`config.mk`:
```
export PLATFORM = sky130hd
export DESIGN_NAME = spi_chain_slave
export DESIGN_NICKNAME = d
export VERILOG_FILES = /design/src/rtl/spi_chain_pkg.sv /design/src/rtl/spi_edge_front.sv /design/src/rtl/spi_chain_seq.sv /design/src/rtl/spi_slice.sv /design/src/rtl/spi_chain_slave.sv
export SDC_FILE = /design/constraint.sdc
export NUM_CORES = 1
export LEC_CHECK = 0
export ABC_AREA = 0
export BUFFER_PORTS_ARGS = -buffer_cell sky130_fd_sc_hd__buf_2
export CAP_MARGIN = 10
export CORE_UTILIZATION = 40
export CTS_CLUSTER_SIZE = 8
export DETAILED_ROUTE_END_ITERATION = 10
export GPL_TIMING_DRIVEN = 0
export HOLD_SLACK_MARGIN = 0.06
export PLACE_DENSITY = 0.69
export SLEW_MARGIN = 20
export SYNTH_ARGS = -nofsm -noshare
export SYNTH_HDL_FRONTEND = slang
export SYNTH_HIERARCHICAL = 1
export SYNTH_SLANG_ARGS = --single-unit
```
`constraint.sdc`:
```
create_clock -name clk -period 3.14 [get_ports clk]
set_input_delay 0.314 -clock clk [delete_from_list [all_inputs] [get_ports clk]]
set_output_delay 0.314 -clock clk [all_outputs]
set_load 0.02 [all_outputs]
```
`src/rtl/spi_chain_pkg.sv`:
```
package spi_chain_pkg;

  typedef enum logic [1:0] {
    REG_TX   = 2'd0,
    REG_RX   = 2'd1,
    REG_CTRL = 2'd2,
    REG_STAT = 2'd3
  } reg_sel_e;

  // bit0 en, bit1 cpol, bit2 cpha, bit3 chain, bit4 ien, bit5 isel
  typedef struct packed {
    logic isel;
    logic ien;
    logic chain;
    logic cpha;
    logic cpol;
    logic en;
  } ctrl_t;

  localparam int CTRL_W  = $bits(ctrl_t);
  localparam int ST_DONE = 0;
  localparam int ST_TXE  = 1;
  localparam int ST_OVR  = 2;
  localparam int ST_BUSY = 3;

endpackage

```
`src/rtl/spi_edge_front.sv`:
```
module spi_edge_front #(
  parameter int SYNC_STAGES = 2
) (
  input  logic clk,
  input  logic rst,
  input  logic sclk,
  input  logic ss_n,
  input  logic mosi,
  output logic sclk_rise,
  output logic sclk_fall,
  output logic ss_fall,
  output logic ss_rise,
  output logic ss_low,
  output logic mosi_s
);
  localparam int LAST = SYNC_STAGES - 1;

  logic [SYNC_STAGES-1:0] sclk_sh, ss_sh, mosi_sh;
  logic sclk_d, ss_d;

  always_ff @(posedge clk) begin
    if (rst) begin
      sclk_sh <= '0;
      ss_sh   <= '1;
      mosi_sh <= '0;
      sclk_d  <= 1'b0;
      ss_d    <= 1'b1;
    end else begin
      sclk_sh <= {sclk_sh[SYNC_STAGES-2:0], sclk};
      ss_sh   <= {ss_sh[SYNC_STAGES-2:0], ss_n};
      mosi_sh <= {mosi_sh[SYNC_STAGES-2:0], mosi};
      sclk_d  <= sclk_sh[LAST];
      ss_d    <= ss_sh[LAST];
    end
  end

  assign sclk_rise = sclk_sh[LAST] & ~sclk_d;
  assign sclk_fall = ~sclk_sh[LAST] & sclk_d;
  assign ss_fall   = ~ss_sh[LAST] & ss_d;
  assign ss_rise   = ss_sh[LAST] & ~ss_d;
  assign ss_low    = ~ss_sh[LAST];
  assign mosi_s    = mosi_sh[LAST];

endmodule

```
`src/rtl/spi_chain_seq.sv`:
```
module spi_chain_seq #(
  parameter int SLICE_W  = 8,
  parameter int WORD_MAX = 16,
  parameter int CW       = 5
) (
  input  logic          clk,
  input  logic          rst,
  input  logic          en,
  input  logic          cpol,
  input  logic          cpha,
  input  logic          chain,
  input  logic          sclk_rise,
  input  logic          sclk_fall,
  input  logic          ss_fall,
  input  logic          ss_rise,
  input  logic          ss_low,
  input  logic          mosi_s,
  input  logic          tx_wr0,
  output logic          load,
  output logic          shift,
  output logic          complete,
  output logic          ser_in,
  output logic          busy,
  output logic          pending,
  output logic [CW-1:0] cnt
);
  logic lead, trail, act, cap, lau, last, sample;
  logic [CW-1:0] word_len;

  always_comb begin
    lead     = cpol ? sclk_fall : sclk_rise;
    trail    = cpol ? sclk_rise : sclk_fall;
    act      = en & ss_low;
    cap      = act & (cpha ? trail : lead);
    lau      = act & (cpha ? lead : trail);
    word_len = chain ? CW'(WORD_MAX) : CW'(SLICE_W);
    last     = (cnt == word_len - CW'(1));
    complete = cap & last;
    shift    = (lau & (cnt != '0)) | complete;
    ser_in   = complete ? mosi_s : sample;
    load     = en & pending & ~busy;
  end

  always_ff @(posedge clk) begin
    if (rst || !en) begin
      cnt    <= '0;
      busy   <= 1'b0;
      sample <= 1'b0;
    end else if (ss_rise) begin
      cnt    <= '0;
      busy   <= 1'b0;
    end else if (cap) begin
      sample <= mosi_s;
      if (last) begin
        cnt  <= '0;
        busy <= 1'b0;
      end else begin
        cnt  <= cnt + CW'(1);
        busy <= 1'b1;
      end
    end else if (lau && cnt == '0 && cpha) begin
      busy <= 1'b1;
    end else if (ss_fall && !cpha) begin
      busy <= 1'b1;
    end
  end

  always_ff @(posedge clk) begin
    if (rst)         pending <= 1'b0;
    else if (tx_wr0) pending <= 1'b1;
    else if (load)   pending <= 1'b0;
  end

endmodule

```
`src/rtl/spi_slice.sv`:
```
module spi_slice
  import spi_chain_pkg::*;
#(
  parameter int W = 8
) (
  input  logic         clk,
  input  logic         rst,
  input  logic         wr_tx,
  input  logic         wr_ctrl,
  input  logic         rd_stat,
  input  logic         rx_ack,
  input  reg_sel_e     addr,
  input  logic [W-1:0] wdata,
  input  logic         load,
  input  logic         shift,
  input  logic         complete,
  input  logic         ser_in,
  input  logic         busy,
  output ctrl_t        ctrl,
  output logic         ser_out,
  output logic         done,
  output logic         txe,
  output logic         ovr,
  output logic         unread,
  output logic         irq,
  output logic [W-1:0] rdata
);
  logic [W-1:0] tx_q, rx_q, sh_q;

  always_ff @(posedge clk) begin
    if (rst) begin
      tx_q   <= '0;
      rx_q   <= '0;
      sh_q   <= '0;
      ctrl   <= '0;
      done   <= 1'b0;
      txe    <= 1'b1;
      ovr    <= 1'b0;
      unread <= 1'b0;
      irq    <= 1'b0;
    end else begin
      if (wr_tx)   tx_q <= wdata;
      if (wr_ctrl) ctrl <= ctrl_t'(wdata[CTRL_W-1:0]);
      if (load)       sh_q <= tx_q;
      else if (shift) sh_q <= {sh_q[W-2:0], ser_in};
      if (complete)   rx_q <= {sh_q[W-2:0], ser_in};
      if (complete)     done <= 1'b1;
      else if (rd_stat) done <= 1'b0;
      if (complete && unread) ovr <= 1'b1;
      else if (rd_stat)       ovr <= 1'b0;
      if (complete)    unread <= 1'b1;
      else if (rx_ack) unread <= 1'b0;
      if (wr_tx)     txe <= 1'b0;
      else if (load) txe <= 1'b1;
      irq <= ctrl.ien & (ctrl.isel ? txe : done);
    end
  end

  assign ser_out = sh_q[W-1];

  always_comb begin
    rdata = '0;
    unique case (addr)
      REG_TX:   rdata = tx_q;
      REG_RX:   rdata = rx_q;
      REG_CTRL: rdata[CTRL_W-1:0] = ctrl;
      REG_STAT: begin
        rdata[ST_DONE] = done;
        rdata[ST_TXE]  = txe;
        rdata[ST_OVR]  = ovr;
        rdata[ST_BUSY] = busy;
      end
      default:  rdata = '0;
    endcase
  end

endmodule

```
`src/rtl/spi_chain_slave.sv`:
```
module spi_chain_slave
  import spi_chain_pkg::*;
#(
  parameter int SLICE_W     = 8,
  parameter int N_SLICES    = 2,
  parameter int SYNC_STAGES = 2,
  parameter int SEL_W       = (N_SLICES > 1) ? $clog2(N_SLICES) : 1
) (
  input  logic                clk,
  input  logic                rst,
  input  logic                sclk,
  input  logic                ss_n,
  input  logic                mosi,
  output logic                miso,
  input  logic [SEL_W-1:0]    bus_sel,
  input  logic [1:0]          bus_addr,
  input  logic                bus_wr,
  input  logic                bus_rd,
  input  logic [SLICE_W-1:0]  bus_wdata,
  output logic [SLICE_W-1:0]  bus_rdata,
  output logic [N_SLICES-1:0] irq
);
  localparam int WORD_MAX = SLICE_W * N_SLICES;
  localparam int CW       = $clog2(WORD_MAX + 1);

  logic sclk_rise, sclk_fall, ss_fall, ss_rise, ss_low, mosi_s;
  logic seq_load, seq_shift, seq_complete, seq_ser_in, seq_busy, seq_pending;
  logic [CW-1:0] seq_cnt;

  ctrl_t ctrl_v [N_SLICES];
  logic [SLICE_W-1:0] rd_v [N_SLICES];
  logic [N_SLICES-1:0] done_v, txe_v, ovr_v, unread_v, ser_out_v, ser_in_v;
  logic [N_SLICES-1:0] hit, wr_tx_v, ack_own, ack_v;
  logic chain_on, top_bit;
  reg_sel_e addr_e;

  assign chain_on = ctrl_v[0].chain;
  assign addr_e   = reg_sel_e'(bus_addr);
  assign top_bit  = chain_on ? ser_out_v[N_SLICES-1] : ser_out_v[0];

  spi_edge_front #(.SYNC_STAGES(SYNC_STAGES)) u_front (
    .clk(clk), .rst(rst), .sclk(sclk), .ss_n(ss_n), .mosi(mosi),
    .sclk_rise(sclk_rise), .sclk_fall(sclk_fall), .ss_fall(ss_fall),
    .ss_rise(ss_rise), .ss_low(ss_low), .mosi_s(mosi_s)
  );

  spi_chain_seq #(.SLICE_W(SLICE_W), .WORD_MAX(WORD_MAX), .CW(CW)) u_seq (
    .clk(clk), .rst(rst), .en(ctrl_v[0].en), .cpol(ctrl_v[0].cpol),
    .cpha(ctrl_v[0].cpha), .chain(chain_on), .sclk_rise(sclk_rise),
    .sclk_fall(sclk_fall), .ss_fall(ss_fall), .ss_rise(ss_rise),
    .ss_low(ss_low), .mosi_s(mosi_s), .tx_wr0(wr_tx_v[0]),
    .load(seq_load), .shift(seq_shift), .complete(seq_complete),
    .ser_in(seq_ser_in), .busy(seq_busy), .pending(seq_pending), .cnt(seq_cnt)
  );

  for (genvar i = 0; i < N_SLICES; i++) begin : g_slice
    logic act;
    assign act        = (i == 0) || chain_on;
    assign hit[i]     = (bus_sel == SEL_W'(i));
    assign wr_tx_v[i] = bus_wr & hit[i] & (addr_e == REG_TX);
    assign ack_own[i] = bus_rd & hit[i] & (addr_e == REG_RX);

    if (i == 0) begin : g_lsb
      assign ser_in_v[i] = seq_ser_in;
      assign ack_v[i]    = ack_own[0];
    end else begin : g_upper
      assign ser_in_v[i] = ser_out_v[i-1];
      assign ack_v[i]    = chain_on ? ack_own[0] : ack_own[i];
    end

    spi_slice #(.W(SLICE_W)) u_slice (
      .clk(clk), .rst(rst), .wr_tx(wr_tx_v[i]),
      .wr_ctrl(bus_wr & hit[i] & (addr_e == REG_CTRL)),
      .rd_stat(bus_rd & hit[i] & (addr_e == REG_STAT)),
      .rx_ack(ack_v[i]), .addr(addr_e), .wdata(bus_wdata),
      .load(seq_load & act), .shift(seq_shift & act),
      .complete(seq_complete & act), .ser_in(ser_in_v[i]),
      .busy(seq_busy & act), .ctrl(ctrl_v[i]), .ser_out(ser_out_v[i]),
      .done(done_v[i]), .txe(txe_v[i]), .ovr(ovr_v[i]),
      .unread(unread_v[i]), .irq(irq[i]), .rdata(rd_v[i])
    );
  end

  always_ff @(posedge clk) begin
    if (rst) begin
      miso      <= 1'b0;
      bus_rdata <= '0;
    end else begin
      miso <= ss_low & ctrl_v[0].en & top_bit;
      if (bus_rd) bus_rdata <= rd_v[bus_sel];
    end
  end

endmodule

```
**Yosys cells after proc, flatten, opt, wreduce, memory -nomap -nowiden**

Index checks and enable logic that the tools add are counted.

- Memory bits (read-only): 0
- Memory bits (writable): 0
- Logic and storage cells: 153
- Memories: 0
- Output and inout bits: 11
- Bits of input ports: 18
- Bits in registers: 95
- Latch bits: 0

- Shifts and indexed selects: 0
- Div/mod/pow operators: 0
- Multiply operators: 0
- Reductions and logical operators: 24
- $add $sub $neg: 2
- $lt $le $gt $ge: 1
- Equal/unequal tests: 4
- Multiplexer cells: 44
- Bitwise logic cells: 39

Operator list:

| operator | count |
|---|---|
| 8-bit 2-to-1 mux | 7 |
| 4-bit case mux with 4 select lines | 2 |
| 1-bit AND | 30 |
| 1-bit 2-to-1 mux | 29 |
| 2-bit nonzero test | 10 |
| 2-bit case mux with 3 select lines | 2 |
| 5-bit 2-to-1 mux | 2 |
| 2-bit case mux with 2 select lines | 2 |
| 1-bit NOT | 7 |
| 5-bit by 1-bit adder with 5-bit output (second input constant) | 1 |
| 5-bit == test | 1 |
| 1-bit logical AND | 5 |
| 5-bit zero test | 1 |
| 5-bit nonzero test | 1 |
| 5-bit by 1-bit subtractor with 5-bit output (second input constant) | 1 |
| 2-bit == test (second input constant) | 2 |
| 3-bit nonzero test | 1 |
| 2-bit by 1-bit == test with 1-bit output (second input constant) | 1 |
| 2-bit >= comparator (second input constant) | 1 |
| 1-bit zero test | 2 |
| 2-bit zero test | 1 |
| 1-bit NOT with 2-bit output | 1 |
| 2-bit AND reduction | 1 |
| 2-bit OR reduction | 1 |
| 2 further kinds | 2 |

**Longest topological paths before layout**

- Depth after elaboration: 10
- Gate-level depth with buffers: 10
- Depth with buffers taken out: 8

**By module**

Netlist, hierarchy kept.

Modules (own cells, without submodules):

| module | cells each | seq. area each (um^2) | area an instance (um^2) | times used |
|---|---|---|---|---|
| spi_slice | 140 | 700.7 | 1498.9 | 2 |
| spi_chain_seq | 61 | 160.2 | 553.0 | 1 |
| spi_chain_slave | 58 | 180.2 | 508.0 | 1 |
| spi_edge_front | 21 | 160.2 | 239.0 | 1 |

**Least setup slack after synthesis**

No wires, ideal clock.

- Kind: reg-to-reg
- From: register u_seq.cnt[0]
- To: register g_slice[1].u_slice.sh_q[0]
- Setup slack: 1.209 ns
- Buffers on the path: 2
- Period minus slack after synthesis: 1.931 ns
- Stages on the path, launching flop included: 10
- Setup time: 0.086 ns
- Data required time: 3.054 ns
- Arrival: 1.846 ns
- Path through: dfxtp_1 -> ha_1 -> nor3b_1 -> and3_1 -> buf_6 -> or2_1 -> and2_1 -> buf_4 -> mux2i_1 -> a211oi_1

- Longest elaborated chain between the ends: 5
- Elaborated cells on any way between the ends: 7
- Those cells by class: 1 x eq/ne; 4 x bitwise; 2 x reduce/logical

RTL lines:

| element | RTL line | text |
|---|---|---|
| from (decl) | spi_chain_seq.sv:25 | `output logic [CW-1:0] cnt` |
| from (signal assigned) | spi_chain_seq.sv:58 | `cnt <= cnt + CW'(1);` |
| 5-bit == test | spi_chain_seq.sv:37 | `last = (cnt == word_len - CW'(1));` |
| 1-bit AND | spi_chain_seq.sv:38 | `complete = cap & last;` |
| via seq_complete | spi_chain_slave.sv:27 | `logic seq_load, seq_shift, seq_complete, seq_ser_in, seq_busy, seq_pending;` |
| 1-bit OR | spi_chain_seq.sv:39 | `shift = (lau & (cnt != '0)) \| complete;` |
| via seq_shift | spi_chain_slave.sv:27 |  |
| 1-bit AND | spi_chain_slave.sv:76 | `.load(seq_load & act), .shift(seq_shift & act),` |
| 2-bit nonzero test (no line) | - |  |
| to (signal assigned) | spi_slice.sv:44 | `if (load) sh_q <= tx_q;` |
| to (signal assigned) | spi_slice.sv:45 | `else if (shift) sh_q <= {sh_q[W-2:0], ser_in};` |
| to (decl) | spi_slice.sv:28 | `logic [W-1:0] tx_q, rx_q, sh_q;` |

The timed path passes the listed nets, and every way through them passes these cells.
A chain may end at the register's enable or synchronous reset.

**Worst setup path in the final report**

- From: register g_slice[0].u_slice/ctrl[3] (netlist bit)
- To: register g_slice[1].u_slice.sh_q[7]

- Longest elaborated chain between the ends: 7
- Elaborated cells on any way between the ends: 9
- Those cells by class: 1 x add/sub; 1 x eq/ne; 2 x mux; 4 x bitwise; 1 x reduce/logical

RTL lines:

| element | RTL line | text |
|---|---|---|
| from (decl) | spi_slice.sv:19 | `output ctrl_t ctrl,` |
| from (signal assigned) | spi_slice.sv:43 | `if (wr_ctrl) ctrl <= ctrl_t'(wdata[CTRL_W-1:0]);` |
| 5-bit 2-to-1 mux | spi_chain_seq.sv:36 | `word_len = chain ? CW'(WORD_MAX) : CW'(SLICE_W);` |
| 5-bit by 1-bit subtractor with 5-bit output | spi_chain_seq.sv:37 |  |
| 5-bit == test | spi_chain_seq.sv:37 |  |
| 1-bit AND | spi_chain_seq.sv:38 |  |
| via seq_complete | spi_chain_slave.sv:27 |  |
| 1-bit OR | spi_chain_seq.sv:39 |  |
| via seq_shift | spi_chain_slave.sv:27 |  |
| 1-bit AND | spi_chain_slave.sv:76 |  |
| 2-bit nonzero test (no line) | - |  |

The timed path passes the listed nets, and every way through them passes these cells.

==> flow_summary.yaml <==
die:
  io_pins: 29
  rows: 37
  die_y_microns: 106
  die_area_sq_um: 11200
  initial_core_util_pct: 41.4
  core_sq_um: 10400
  die_width_microns: 106
logic_synthesis:
  yosysWarnings: 6
  synthTopCellsByArea: "dfxtp_1 (44%), mux2i_1 (20%), nor2_1 (5.8%), a211oi_1 (4.2%), mux4_2 (4.2%)"
  syn_inst: 420
  synth_top_area_cell: "dfxtp_1"
  yosysUniqueCellTypes: 42
  syn_area_sq_um: 4300
  syn_avg_cell_area_sq_um: 10.2
  syn_nets: 440
  synth_seq_cells: 95
  synth_edf_count: 0
  synth-async-reset-ratio_pct: 0
  synth_top_area_share_pct: 44.3
  dominantRegCellSynth: "dfxtp_1"
  yosysSeqAreaShare_pct: 44.3
timing:
  fin_crit_sh_pct: 73.7
  finalSetupViolCount: 0
  final_hold_viol_count: 0
  slew_violations: 0
  fin_setup_tns_ns: 0
  worst_pin_slew_ns: 0.503
  rsz0062_at_grt: "no"
  min_period_ns: 2.32
  fmax_mhz: 432
  clock_skew_ns: 0.0144
  slew_headroom_pct: 66.5
cts:
  cts_hold_buf: 0
  ctsResizeCount: 0
  htree_levels: 3
  clkLatencyLatePin_ns: 0.37
  clkSinkCount: 95
  cts-root-buf: "clkbuf_8"
  cts_buffer_depth: 2
  cts_setup_buffers: 0
  clk_pin_slew_worst_paths_ns: 0.10
  cts_buffers: 9
  tritoncts: "done"
route:
  drt_wl_total_microns: 9810
  wl_per_cell_microns: 16.4
  drc: 0
  via_per_inst: 5.18
  num_vias: 3098
  drt_iter0_markers: 175
  ant_nets: 0
  firstDrtPassIters: 4
job:
  cap_violations: 0
global_route:
  grt_pass1_vias: 3117
  grt_start_max_net_pins: 17
  grt_pass1_wl_microns: 16000
  grt_usage_pct: 18.6
  antenna_found_initial: 0
  gr-total-overflow: 0
pwr:
  irDropWorstVdd_mv: 0.196
  p_leak_nw: 1.78
  powerDensity_nw_per_um2: 442
  total_power_w: 0.00211
finish:
  most-common-layout-cells: "dfxtp_1 (95), mux2i_1 (84), nor2_1 (66)"
  final_util_pct: 46.0
  antennaDiodeCount: 0
  syn2layout_area_growth_pct: 11.0
  final_area_sq_um: 4770
  drive_gt1_share_pct: 18.0
  nets: 477
  layout_commonest_cell: "dfxtp_1"
worst_setup_path:
  timing.rr.start: "g_slice[0].u_slice/ctrl[3]$_SDFFE_PP0P_"
  rrSetupSlack_ns: 0.82
  r2r_end: "g_slice[1].u_slice/sh_q[7]$_SDFFE_PP0P_"
  reg2regPathDepth: 9
  critPathLaunchType: "register"
  crit_fanout: 10
  worst-setup-path-type: "reg2reg"
  cp.required_ns: 3.41
  critPathArrivalTime_ns: 2.59
  end_kind: "register"
hold_path:
  min_from: "ss_n"
  hp-class: "in2reg"
  worstHoldEndpoint: "u_front/ss_sh[0]$_SDFF_PP1_"
  hold_depth: 2
outcome:
  status: "completed"
placement:
  dp_hpwl_microns: 7100
  io_buffers: 26
  placed_cell_area_sq_um: 4600
  place_congestion: 0.820
-- layer usage --
metal / wire (microns) / global-route usage, % / vias to the layer above / part of all wire (%)
met2: 4650 / 31.1 / 70 / 47
li1: - / - / 1535 / -
met3: 388 / 3.96 / 10 / 4.0
met4: 108 / 5.06 / 0 / 1.1
met5: 0 / 0 / - / 0
met1: 4670 / 24.3 / 1483 / 48
-- cells in the mapped netlist, types with 7 or more instances --
cell	count
mux4_2	8
inv_1	7
nand2_1	11
buf_2	13
dfxtp_1	95
a211oi_1	24
nor2_1	66
nand2b_1	8
a21oi_1	8
mux2i_1	84
nor2b_1	27
-- critical path: stages, from the launching register on --
cell and delay (ns):
dfxtp_1 0.59, xor2_1 0.12, nor3b_1 0.34, and3_1 0.23
buf_6 0.13, or2_1 0.13, and2_1 0.14, buf_4 0.21
mux2i_1 0.09, a211oi_1 0.25
-- worst max-delay path by stage --
stage | startpoint | endpoint | slack, ns | depth (start not counted)
after floorplan | u_seq/cnt[0]$_SDFFE_PP0N_ | g_slice[1].u_slice/sh_q[0]$_SDFFE_PP0P_ | 1.21 | 9
after global placement | g_slice[0].u_slice/ctrl[3]$_SDFFE_PP0P_ | g_slice[1].u_slice/sh_q[6]$_SDFFE_PP0P_ | 0.93 | 9
after global routing | g_slice[0].u_slice/ctrl[3]$_SDFFE_PP0P_ | g_slice[1].u_slice/sh_q[2]$_SDFFE_PP0P_ | 0.61 | 9
final | g_slice[0].u_slice/ctrl[3]$_SDFFE_PP0P_ | g_slice[1].u_slice/sh_q[7]$_SDFFE_PP0P_ | 0.82 | 9
after detailed placement | g_slice[0].u_slice/ctrl[3]$_SDFFE_PP0P_ | g_slice[1].u_slice/sh_q[7]$_SDFFE_PP0P_ | 0.87 | 9
after CTS | g_slice[0].u_slice/ctrl[3]$_SDFFE_PP0P_ | g_slice[1].u_slice/sh_q[7]$_SDFFE_PP0P_ | 0.83 | 9
-- logic make-up after synthesis --
group	synth area share (%)
adders and majority gates	0.582
muxes	24.1
buffers and inverters	5.47
xor gates and xnor gates	0.990
and+or+nand+nor	17.2
DFF	44.3
AOI/OAI and AO/OA	7.42
-- where the power goes --
| part | leakage (nW) | switching, W | internal (W) |
|---|---|---|---|
| clock | 0.0812 | 0.000439 | 0.000287 |
| sequential | 0.769 | 0.0000132 | 0.00122 |
| combinational | 0.929 | 0.0000859 | 0.0000627 |
-- through the flow --
stage / worst slack, ns / cells / hold slack [ns]
6_report: 0.824 / 598 / 0.135
5_1_grt: 0.612 / 598 / 0.115
4_1_cts: 0.829 / 598 / 0.123
3_5_place_dp: 0.867 / 582 / 0.394
3_3_place_gp: 0.927 / 582 / 0.388
2_1_floorplan: 1.21 / 420 / 0.383
-- registers in the layout, summed over array words and instances, names as in the netlist, 2 cells and up --
| name | flops |
|---|---|
| u_front/sclk_sh | 2 |
| g_slice.u_slice/ctrl | 12 |
| g_slice.u_slice/ovr | 2 |
| g_slice.u_slice/txe | 2 |
| u_seq/cnt | 5 |
| bus_rdata | 8 |
| g_slice.u_slice/done | 2 |
| g_slice.u_slice/unread | 2 |
| g_slice.u_slice/rx_q | 16 |
| g_slice.u_slice/tx_q | 16 |
| g_slice.u_slice/sh_q | 16 |
| g_slice.u_slice/irq | 2 |
| u_front/mosi_sh | 2 |
| u_front/ss_sh | 2 |
-- cell type report --
cell class | count | area (sq um)
Buffer | 29 | 201
Fill cell | 1016 | 5600
Inverter | 9 | 33.8
Multi-Input combinational cell | 287 | 2160
Clock buffer | 9 | 124
Tap cell | 136 | 170
Sequential cell | 95 | 1900
Clock inverter | 7 | 50.0
Timing Repair Buffer | 26 | 130
No activity file was read; power rests on OpenSTA's default activity.
